[src/rtl/scfg_pkg.sv]
package scfg_pkg;

  typedef enum logic [1:0] {
    PH_LOAD  = 2'd0,
    PH_READ  = 2'd1,
    PH_LATCH = 2'd2,
    PH_DONE  = 2'd3
  } scfg_phase_e;

  function automatic int unsigned word_width(int unsigned pins, int unsigned muxes,
                                             int unsigned leds);
    return pins + muxes + leds;
  endfunction

endpackage

[src/rtl/scfg_in_sync.sv]
module scfg_in_sync #(
  parameter int unsigned WIDTH   = 4,
  parameter int unsigned STAGES  = 2,
  parameter logic [WIDTH-1:0] RST_VAL = '0
) (
  input  logic             clk,
  input  logic             rst_n,
  input  logic [WIDTH-1:0] async_in,
  output logic [WIDTH-1:0] sync_out
);

  logic [WIDTH-1:0] stage_q [STAGES];

  for (genvar s = 0; s < STAGES; s++) begin : g_stage
    logic [WIDTH-1:0] stage_d;
    if (s == 0) begin : g_first
      assign stage_d = async_in;
    end else begin : g_rest
      assign stage_d = stage_q[s-1];
    end
    always_ff @(posedge clk or negedge rst_n) begin
      if (!rst_n) stage_q[s] <= RST_VAL;
      else        stage_q[s] <= stage_d;
    end
  end

  assign sync_out = stage_q[STAGES-1];

endmodule

[src/rtl/scfg_frame_ctrl.sv]
module scfg_frame_ctrl
  import scfg_pkg::*;
#(
  parameter int unsigned WORD_W = 34
) (
  input  logic clk,
  input  logic rst_n,
  input  logic stb_rise,
  input  logic frame_ok,
  output logic load_en,
  output logic read_en,
  output logic latch_en
);

  localparam int unsigned CW = $clog2(2 * WORD_W + 2);
  localparam logic [CW-1:0] READ_START = CW'(WORD_W);
  localparam logic [CW-1:0] LATCH_AT   = CW'(2 * WORD_W);
  localparam logic [CW-1:0] DONE_AT    = CW'(2 * WORD_W + 1);

  logic [CW-1:0] cnt_q, cnt_d;
  scfg_phase_e   phase;
  logic          step;

  always_comb begin
    if (cnt_q < READ_START)     phase = PH_LOAD;
    else if (cnt_q < LATCH_AT)  phase = PH_READ;
    else if (cnt_q == LATCH_AT) phase = PH_LATCH;
    else                        phase = PH_DONE;
  end

  assign step = stb_rise && frame_ok && (phase != PH_DONE);

  always_comb begin
    cnt_d = cnt_q;
    if (!frame_ok)  cnt_d = '0;
    else if (step)  cnt_d = cnt_q + 1'b1;
  end

  always_ff @(posedge clk or negedge rst_n) begin
    if (!rst_n) cnt_q <= '0;
    else        cnt_q <= cnt_d;
  end

  assign load_en  = step && (phase == PH_LOAD);
  assign read_en  = step && (phase == PH_READ);
  assign latch_en = step && (phase == PH_LATCH);


  held_clear_chk: assert property (@(posedge clk) disable iff (!rst_n)
    !frame_ok |=> cnt_q == '0);


  done_hold_chk: assert property (@(posedge clk) disable iff (!rst_n)
    (frame_ok && cnt_q == DONE_AT) |=> cnt_q == DONE_AT);


  one_latch_chk: assert property (@(posedge clk) disable iff (!rst_n)
    $onehot0({load_en, read_en, latch_en}));

endmodule

[src/rtl/scfg_shift_path.sv]
module scfg_shift_path #(
  parameter int unsigned WORD_W = 34,
  parameter logic [WORD_W-1:0] INIT_WORD = '0
) (
  input  logic              clk,
  input  logic              rst_n,
  input  logic              sdi,
  input  logic              load_en,
  input  logic              read_en,
  input  logic              latch_en,
  output logic              sdo,
  output logic [WORD_W-1:0] active
);

  logic [WORD_W-1:0] shreg_q, shreg_d;
  logic [WORD_W-1:0] active_q, active_d;
  logic              sdo_q, sdo_d;

  // The readback rotates the shift register, so after all readback strobes
  // it again holds the received word in its original order.
  always_comb begin
    shreg_d = shreg_q;
    sdo_d   = sdo_q;
    if (load_en) begin
      shreg_d = {shreg_q[WORD_W-2:0], sdi};
    end else if (read_en) begin
      shreg_d = {shreg_q[WORD_W-2:0], shreg_q[WORD_W-1]};
      sdo_d   = shreg_q[WORD_W-1];
    end
  end

  always_comb begin
    active_d = active_q;
    if (latch_en) active_d = shreg_q;
  end

  always_ff @(posedge clk or negedge rst_n) begin
    if (!rst_n) begin
      shreg_q  <= '0;
      sdo_q    <= 1'b0;
      active_q <= INIT_WORD;
    end else begin
      shreg_q  <= shreg_d;
      sdo_q    <= sdo_d;
      active_q <= active_d;
    end
  end

  assign sdo    = sdo_q;
  assign active = active_q;


  active_hold_chk: assert property (@(posedge clk) disable iff (!rst_n)
    !latch_en |=> $stable(active_q));


  sdo_hold_chk: assert property (@(posedge clk) disable iff (!rst_n)
    !read_en |=> $stable(sdo_q));

endmodule

[src/rtl/scfg_out_map.sv]
module scfg_out_map #(
  parameter int unsigned PIN_CNT = 28,
  parameter int unsigned MUX_CNT = 3,
  parameter int unsigned LED_CNT = 3,
  parameter int unsigned WORD_W  = PIN_CNT + MUX_CNT + LED_CNT
) (
  input  logic [WORD_W-1:0]  active,
  input  logic               enable,
  output logic [PIN_CNT-1:0] pin_is_input,
  output logic [MUX_CNT-1:0] mux_en,
  output logic [LED_CNT-1:0] led_drv
);

  localparam int unsigned MUX_LSB = PIN_CNT;
  localparam int unsigned LED_LSB = PIN_CNT + MUX_CNT;

  for (genvar p = 0; p < PIN_CNT; p++) begin : g_pin
    assign pin_is_input[p] = enable ? active[p] : 1'b1;
  end

  for (genvar m = 0; m < MUX_CNT; m++) begin : g_mux
    assign mux_en[m] = enable & active[MUX_LSB + m];
  end

  for (genvar l = 0; l < LED_CNT; l++) begin : g_led
    assign led_drv[l] = enable & active[LED_LSB + l];
  end

endmodule

[src/rtl/serial_cfg_target.sv]
module serial_cfg_target
  import scfg_pkg::*;
#(
  parameter int unsigned PIN_CNT     = 28,
  parameter int unsigned MUX_CNT     = 3,
  parameter int unsigned LED_CNT     = 3,
  parameter int unsigned SYNC_STAGES = 2
) (
  input  logic                                         clk,
  input  logic                                         rst_n,
  input  logic                                         cfg_stb,
  input  logic                                         cfg_frame_n,
  input  logic                                         cfg_sdi,
  input  logic                                         out_en,
  output logic                                         cfg_sdo,
  output logic [word_width(PIN_CNT, MUX_CNT, LED_CNT)-1:0] active_word,
  output logic [PIN_CNT-1:0]                           pin_is_input,
  output logic [MUX_CNT-1:0]                           mux_en,
  output logic [LED_CNT-1:0]                           led_drv
);

  localparam int unsigned WORD_W = word_width(PIN_CNT, MUX_CNT, LED_CNT);
  localparam logic [WORD_W-1:0] INIT_WORD = {{(WORD_W-PIN_CNT){1'b0}}, {PIN_CNT{1'b1}}};
  localparam int unsigned MUX_LSB = PIN_CNT;
  localparam int unsigned LED_LSB = PIN_CNT + MUX_CNT;

  // Synchronised link inputs: {oe, sdi, frame_n, stb}
  logic [3:0] raw_in, sync_in;
  logic       stb_s, frame_s, sdi_s, oe_s;
  logic       stb_prev_q;
  logic       stb_rise;
  logic       load_en, read_en, latch_en;

  assign raw_in = {out_en, cfg_sdi, cfg_frame_n, cfg_stb};

  scfg_in_sync #(
    .WIDTH   (4),
    .STAGES  (SYNC_STAGES),
    .RST_VAL (4'b0000)
  ) u_sync (
    .clk      (clk),
    .rst_n    (rst_n),
    .async_in (raw_in),
    .sync_out (sync_in)
  );

  assign stb_s   = sync_in[0];
  assign frame_s = sync_in[1];
  assign sdi_s   = sync_in[2];
  assign oe_s    = sync_in[3];

  always_ff @(posedge clk or negedge rst_n) begin
    if (!rst_n) stb_prev_q <= 1'b0;
    else        stb_prev_q <= stb_s;
  end

  assign stb_rise = stb_s & ~stb_prev_q;

  scfg_frame_ctrl #(
    .WORD_W (WORD_W)
  ) u_ctrl (
    .clk      (clk),
    .rst_n    (rst_n),
    .stb_rise (stb_rise),
    .frame_ok (frame_s),
    .load_en  (load_en),
    .read_en  (read_en),
    .latch_en (latch_en)
  );

  scfg_shift_path #(
    .WORD_W    (WORD_W),
    .INIT_WORD (INIT_WORD)
  ) u_path (
    .clk      (clk),
    .rst_n    (rst_n),
    .sdi      (sdi_s),
    .load_en  (load_en),
    .read_en  (read_en),
    .latch_en (latch_en),
    .sdo      (cfg_sdo),
    .active   (active_word)
  );

  scfg_out_map #(
    .PIN_CNT (PIN_CNT),
    .MUX_CNT (MUX_CNT),
    .LED_CNT (LED_CNT),
    .WORD_W  (WORD_W)
  ) u_map (
    .active       (active_word),
    .enable       (oe_s),
    .pin_is_input (pin_is_input),
    .mux_en       (mux_en),
    .led_drv      (led_drv)
  );


  oe_off_chk: assert property (@(posedge clk) disable iff (!rst_n)
    !oe_s |-> ((&pin_is_input) && (mux_en == '0) && (led_drv == '0)));


  oe_on_chk: assert property (@(posedge clk) disable iff (!rst_n)
    oe_s |-> (pin_is_input == active_word[PIN_CNT-1:0]) &&
             (mux_en == active_word[MUX_LSB +: MUX_CNT]) &&
             (led_drv == active_word[LED_LSB +: LED_CNT]));


  frame_low_chk: assert property (@(posedge clk) disable iff (!rst_n)
    !frame_s |-> !(load_en || read_en || latch_en));

endmodule

[config.mk]
export PLATFORM = sky130hd
export DESIGN_NAME = serial_cfg_target
export DESIGN_NICKNAME = d
export VERILOG_FILES = /design/src/rtl/scfg_pkg.sv /design/src/rtl/scfg_in_sync.sv /design/src/rtl/scfg_frame_ctrl.sv /design/src/rtl/scfg_shift_path.sv /design/src/rtl/scfg_out_map.sv /design/src/rtl/serial_cfg_target.sv
export SDC_FILE = /design/constraint.sdc
export NUM_CORES = 1
export LEC_CHECK = 0
export ABC_AREA = 1
export BUFFER_PORTS_ARGS = -buffer_cell sky130_fd_sc_hd__buf_2
export CAP_MARGIN = 5
export CORE_MARGIN = 3
export CORE_UTILIZATION = 40
export DETAILED_ROUTE_END_ITERATION = 10
export PLACE_DENSITY_LB_ADDON = 0.2
export SYNTH_ARGS = -nofsm -noshare
export SYNTH_HDL_FRONTEND = slang
export SYNTH_SLANG_ARGS = --single-unit
[constraint.sdc]
create_clock -name clk -period 1.63 [get_ports clk]
set_input_delay 0.326 -clock clk [delete_from_list [all_inputs] [get_ports clk]]
set_output_delay 0.326 -clock clk [all_outputs]
set_load 0.1 [all_outputs]
* After elaboration in Yosys (flattened, before gate mapping)
Index checks and enable logic that the tools add are counted.
** Storage, ports and cells
- Register bits after elaboration :: 85
- Bits in latches :: 0
- Bits in writable memories :: 0
- ROM bits :: 0
- Input bits :: 6
- Output and inout bits :: 69
- Word-level logic and storage cells :: 67
- Memories :: 0
** Operators by class
- Add/sub/neg operators :: 1
- Multipliers :: 0
- Divide/modulo/power cells :: 0
- Magnitude comparators :: 2
- Eq/ne operators :: 5
- Shift-type cells :: 0
- Muxes and demuxes :: 35
- Bitwise logic cells :: 9
- Reduce and logical (&&, ||, !) cells :: 8
** Operators with widths (number)
- $mux 34 :: 2
- $mux 1 :: 29
- $mux 7 :: 2
- $add 7x1->7 const B :: 1
- $and 1x1->1 :: 7
- $eq 7x7->1 const B :: 1
- $lt 7x6->1 const B :: 1
- $lt 7x7->1 const B :: 1
- $logic_and 1x1->1 :: 5
- $mux 2 :: 2
- $eq 2x1->1 const B :: 1
- $eq 2x2->1 const B :: 1
- $logic_not 2->1 :: 1
- $ne 2x1->1 const B :: 1
- $ne 2x2->1 const B :: 1
- $not 1->1 :: 2
- $reduce_and 2->1 :: 1
- $reduce_bool 2->1 :: 1

* Longest topological paths before layout
- Word-level depth :: 9
- Gate-level depth with buffers :: 9
- Gate-level depth less buffers :: 9

* By module
A second synthesis with hierarchy kept.
** Second synthesis, totals
- Cell total of the unflattened synthesis :: 449
- Area total of the unflattened synthesis :: 3796.1 µm²
** Modules (own cells, without submodules)
- scfg_shift_path :: instances 1, cells an instance 291, area an instance 2715.1 µm², seq. area each 1761.7 µm²
- scfg_frame_ctrl :: instances 1, cells an instance 75, area an instance 536.8 µm², seq. area each 175.2 µm²
- scfg_out_map :: instances 1, cells an instance 72, area an instance 309.0 µm², seq. area each 0.0 µm²
- scfg_in_sync :: instances 1, cells an instance 8, area an instance 200.2 µm², seq. area each 200.2 µm²
- serial_cfg_target :: instances 1, cells an instance 3, area an instance 35.0 µm², seq. area each 25.0 µm²

* Worst setup path before layout
OpenSTA, ideal clock, no wires.
- Path type :: reg-to-output
- Start :: reg u_path.active_q[31], in the netlist u_path.active[31]
- End :: out led_drv[0]
- Arrival time :: 1645 ps
- Data required time :: 1304 ps
- Path slack :: -341 ps
- Stages on the path, launching flop included :: 3
- Path buffers :: 0
- Cells stage by stage :: dfrtp_1 > nand2_1 > inv_1
** On the way
- Cells in the longest elaborated chain, start to end :: 1
** Ends and longest elaborated chain
- start: declaration :: line scfg_shift_path.sv:16 : logic [WORD_W-1:0] active_q, active_d;
- start signal: assignment :: line scfg_shift_path.sv:45 : active_q <= active_d;
- $and 1x1->1 :: line scfg_out_map.sv:26 : assign led_drv[l] = enable & active[LED_LSB + l];
- end: declaration :: line serial_cfg_target.sv:19 : output logic [LED_CNT-1:0] led_drv
No other way between the ends.

* Worst setup path in the final report
- Start :: reg u_sync.stage_q (netlist bit u_sync.sync_out[3])
- End :: out pin_is_input[7]
** On the way
- Cells in the longest elaborated chain, start to end :: 1
** Ends and longest elaborated chain
- start: declaration :: line scfg_in_sync.sv:12 : logic [WIDTH-1:0] stage_q [STAGES];
- start signal: indexed assignment :: line scfg_in_sync.sv:23 : else stage_q[s] <= stage_d;
- $mux 1 :: line scfg_out_map.sv:18 : assign pin_is_input[p] = enable ? active[p] : 1'b1;
- end: declaration :: line serial_cfg_target.sv:17 : output logic [PIN_CNT-1:0] pin_is_input,
No other way between the ends.

==> results.sh <==
export IMPL_violations="setup timing"
export IMPL_leakage_nw=2.30
export IMPL_cell_type_contributing_the_most_total_cell_area_after_synthesis="sky130_fd_sc_hd__dfrtp_1"
export IMPL_layoutNonFillerInstCount=598
export IMPL_place_hpwl_um=5070
export IMPL_dr_total_vias=2738
export IMPL_synth_nets=411
export IMPL_timing_final_hold_violations=0
export IMPL_timing_final_setup_violations=28
export IMPL_netlist_area_sq_mm=0.00352
export IMPL_global_route_wire_length_before_repair_um=12200
export IMPL_worstPathMaxFanout=7
export IMPL_drt_wirelength_per_cell_um=12.5
export IMPL_design_die_area_sq_mm=0.00997
export IMPL_globalRouteOverflowTotal=0
export IMPL_crit_reg2reg_launch="u_ctrl.cnt_q[3]"
export IMPL_wirelength_um=7470
export IMPL_worst_clk_skew_ns=0.0127
export IMPL_dp_worst_setup_slack_ns=0.184
export IMPL_cts_made_buffers=9
export IMPL_detailedRoute_firstPassIterationCount=4
export IMPL_floorplan_rows=33
export IMPL_worstSetupEndpointType="output pin"
export IMPL_area_growth_pct=49.3
export IMPL_synth_seq_cells=85
export IMPL_synth_warning_count=0
export IMPL_first_global_vias=2596
export IMPL_hold_path_startpoint="cfg_sdi"
export IMPL_worst_slew_margin_rel=0.678
export IMPL_power_w=0.00451
export IMPL_core_area_sq_mm=0.00838
export IMPL_dp_cells=574
export IMPL_power_density_cell_area_mw_per_mm2=858
export IMPL_antenna_found_initial=0
export IMPL_worst_slew_pin_transition_ns=0.486
export IMPL_outcome="complete, but fails checks"
export IMPL_largest_net_degree_at_the_start_of_global_routing=58
export IMPL_report_final_slew_viol_count=0
export IMPL_crit_arrival_ns=1.34
export IMPL_clock_insertion_delay_worst_skew_ns=0.34
export IMPL_buffer_ports_inserted=74
export IMPL_synth_top_flop_cell="sky130_fd_sc_hd__dfrtp_1"
export IMPL_internal_power_w=0.00333
export IMPL_die_w_um=99.8
export IMPL_combinationalPowerShare=0.159
export IMPL_critical_path_source_type="flop"
export IMPL_final_antenna_net_count=0
export IMPL_final_setup_worst_slack_ns=-0.0364
export IMPL_design_portCount=75
export IMPL_multi_input_area_sq_mm=0.00119
export IMPL_switching_share=0.261
export IMPL_hold_path_class="input pin to flop"
export IMPL_max_freq_ghz=0.600
export IMPL_regArea_sq_mm=0.00217
export IMPL_max_cap_viol_count=0
export IMPL_synth_enable_flop_cells=0
export IMPL_initialDrtViolationCount=103
export IMPL_cts_root_buffer="sky130_fd_sc_hd__clkbuf_8"
export IMPL_clk_pin_slew_ns=0.08
export IMPL_cts_tree="done"
export IMPL_clkSinkCount=85
export IMPL_synth_area_top_cells="sky130_fd_sc_hd__dfrtp_1 (40%), sky130_fd_sc_hd__dfstp_2 (21%), sky130_fd_sc_hd__nand2_1 (13%), sky130_fd_sc_hd__o21ai_0 (9.1%), sky130_fd_sc_hd__inv_1 (8.3%)"
export IMPL_path_common_cell="sky130_fd_sc_hd__buf_12"
export IMPL_synth_cell_types=19
export IMPL_worst_path_largest_cell_delay_ns=0.44
export IMPL_gp_congestion=0.754
export IMPL_required_worst_endpoint_ns=1.30
export IMPL_yosysSeqAreaShare=0.614
export IMPL_avgSynthCellArea_sq_um=8.72
export IMPL_clock_path_buffers=2
export IMPL_asyncSetResetFlopFracSynth=1.00
export IMPL_num_fill_cells=689
export IMPL_design_area_sq_mm=0.00526
export IMPL_post_synth_most_frequent_cells="sky130_fd_sc_hd__nand2_1 (123), sky130_fd_sc_hd__inv_1 (78), sky130_fd_sc_hd__o21ai_0 (64)"
export IMPL_detailed_place_area_sq_mm=0.00474
export IMPL_critical_path_class="flop to output pin"
export IMPL_fp_dieH_um=99.8
export IMPL_total_switching_power_w=0.00118
export IMPL_power_frac_clock=0.351
export IMPL_pwr_share_seq=0.490
export IMPL_rsz0062_at_grt="true"
export IMPL_global_route_usage_total=0.155
export IMPL_yosys_cell_count_top_type="sky130_fd_sc_hd__nand2_1"
export IMPL_setup_worst_path_start="u_sync.sync_out[3]"
export IMPL_htree_levels=3
export IMPL_cp_slowest_cell="sky130_fd_sc_hd__dfrtp_2"
export IMPL_final_period_minus_worst_setup_slack_ns=1.67
export IMPL_insertedDiodeCount=0
export IMPL_initial_utilization=0.420
export IMPL_post_route_cells_drive_above_1_share=0.363
export IMPL_dr_drc_count=0
export IMPL_synth_top_cell_area_share=0.405
export IMPL_routed_via_density=4.58
export IMPL_num_nets_final=495
export IMPL_cp_cell_sequence="buf_12 > clkbuf_16 > nand2_4 > buf_12"
export IMPL_count_of_mapped_cells_out_of_synthesis=404
export IMPL_finalCritPeriodShare=1.02
export IMPL_final_util=0.627
export IMPL_peakVddDrop_mv=0.516
[timing repair]
item,in CTS,in global routing
setup buffers,4,0
setup endpoints to repair,59,33
gates resized for setup,39,12
gates cloned,1,2
endpoints found under the hold margin,15,0
hold buffers,1,0
pin swaps,1,15
[cells in the final DEF (no fill, tap or decap)]
cell type	count
sky130_fd_sc_hd__nand3_1	8
sky130_fd_sc_hd__clkbuf_1	2
sky130_fd_sc_hd__dfrtp_2	7
sky130_fd_sc_hd__buf_16	2
sky130_fd_sc_hd__o21ai_0	64
sky130_fd_sc_hd__buf_2	11
sky130_fd_sc_hd__nand2_2	7
sky130_fd_sc_hd__dlygate4sd3_1	1
sky130_fd_sc_hd__ha_1	1
sky130_fd_sc_hd__nand3_4	1
sky130_fd_sc_hd__nor2_1	8
sky130_fd_sc_hd__nand4_1	2
sky130_fd_sc_hd__o21ai_1	10
sky130_fd_sc_hd__buf_8	1
sky130_fd_sc_hd__clkinvlp_4	6
sky130_fd_sc_hd__clkinv_2	1
sky130_fd_sc_hd__dfstp_2	28
sky130_fd_sc_hd__nand2_4	24
sky130_fd_sc_hd__bufinv_16	2
sky130_fd_sc_hd__clkbuf_16	2
sky130_fd_sc_hd__clkbuf_8	10
sky130_fd_sc_hd__dfrtp_1	50
sky130_fd_sc_hd__inv_1	73
sky130_fd_sc_hd__xor2_1	2
sky130_fd_sc_hd__buf_12	40
sky130_fd_sc_hd__nand2_1	93
sky130_fd_sc_hd__buf_4	34
sky130_fd_sc_hd__nand3_2	1
sky130_fd_sc_hd__or2_2	1
sky130_fd_sc_hd__nor2_2	1
[cell families (layout without fill, tap and decap cells)]
kind of cell / Yosys count / in the layout / synth area share
buf+inv: 96 / 185 / 0.105
fa+ha+maj: 1 / 1 / 0.00355
flops: 85 / 85 / 0.614
simple gates: 146 / 146 / 0.168
compound gates: 74 / 74 / 0.105
xor+xnor: 2 / 2 / 0.00497
[registers in the layout, indices dropped and copies added (netlist names)]
signal,count
u_path.shreg_q,34
stb_prev_q,1
u_path.sdo,1
u_sync.g_stage.stage_d,4
u_ctrl.cnt_q,7
u_sync.sync_out,4
u_path.active,34
[final timing paths]
path,slack [ns],cells past startpoint,to
max,-0.04,4,pin_is_input[7]
min in group asynchronous,0.47,2,u_path.shreg_q[19]
max in group asynchronous,0.59,3,u_path.active[1]
max reg2reg,0.19,7,u_ctrl.cnt_q[3]
min reg2reg,0.35,0,u_sync.sync_out[0]
min,0.09,1,u_sync.g_stage[1].stage_d[2]
[cell type report]
type,count,share of cell area
Sequential cell,85,0.413
Tap cell,105,0.0250
Inverter,78,0.0592
Multi-Input combinational cell,223,0.226
Clock buffer,12,0.0276
Timing Repair Buffer,91,0.236
Clock inverter,4,0.0138
[per-layer routing]
metal  vias up  GRT usage  wire (um)
met5         -          0          0
met1      1274      0.205       3250
li1       1394          -          -
met4         0     0.0798        157
met2        60      0.244       3660
met3        10     0.0271        395
[per-stage QoR]
step	TNS [ns]	hold slack, ns
floorplan	-2.23	0.0304
global placement	0	0.291
detailed placement	0	0.294
CTS	-1.01	0.0690
global route	-1.70	0.0690
finish	-0.519	0.0862
[worst max-delay path, delay by kind of cell, from the launching register on]
family | cells | cell delay, ns
buffers and inverters | 3 | 0.49
DFF | 1 | 0.44
and+or+nand+nor | 1 | 0.07
[power by group through the flow]
stage / Sequential, W / Combinational [W] / Clock, W
after floorplan: 0.00224 / 0.000406 / 0
after global placement: 0.00225 / 0.000660 / 0
after detailed placement: 0.00225 / 0.000665 / 0
after CTS: 0.00221 / 0.000708 / 0.00162
after global routing: 0.00222 / 0.000769 / 0.00173
final: 0.00221 / 0.000719 / 0.00158
No activity file was read; power rests on OpenSTA's default activity.
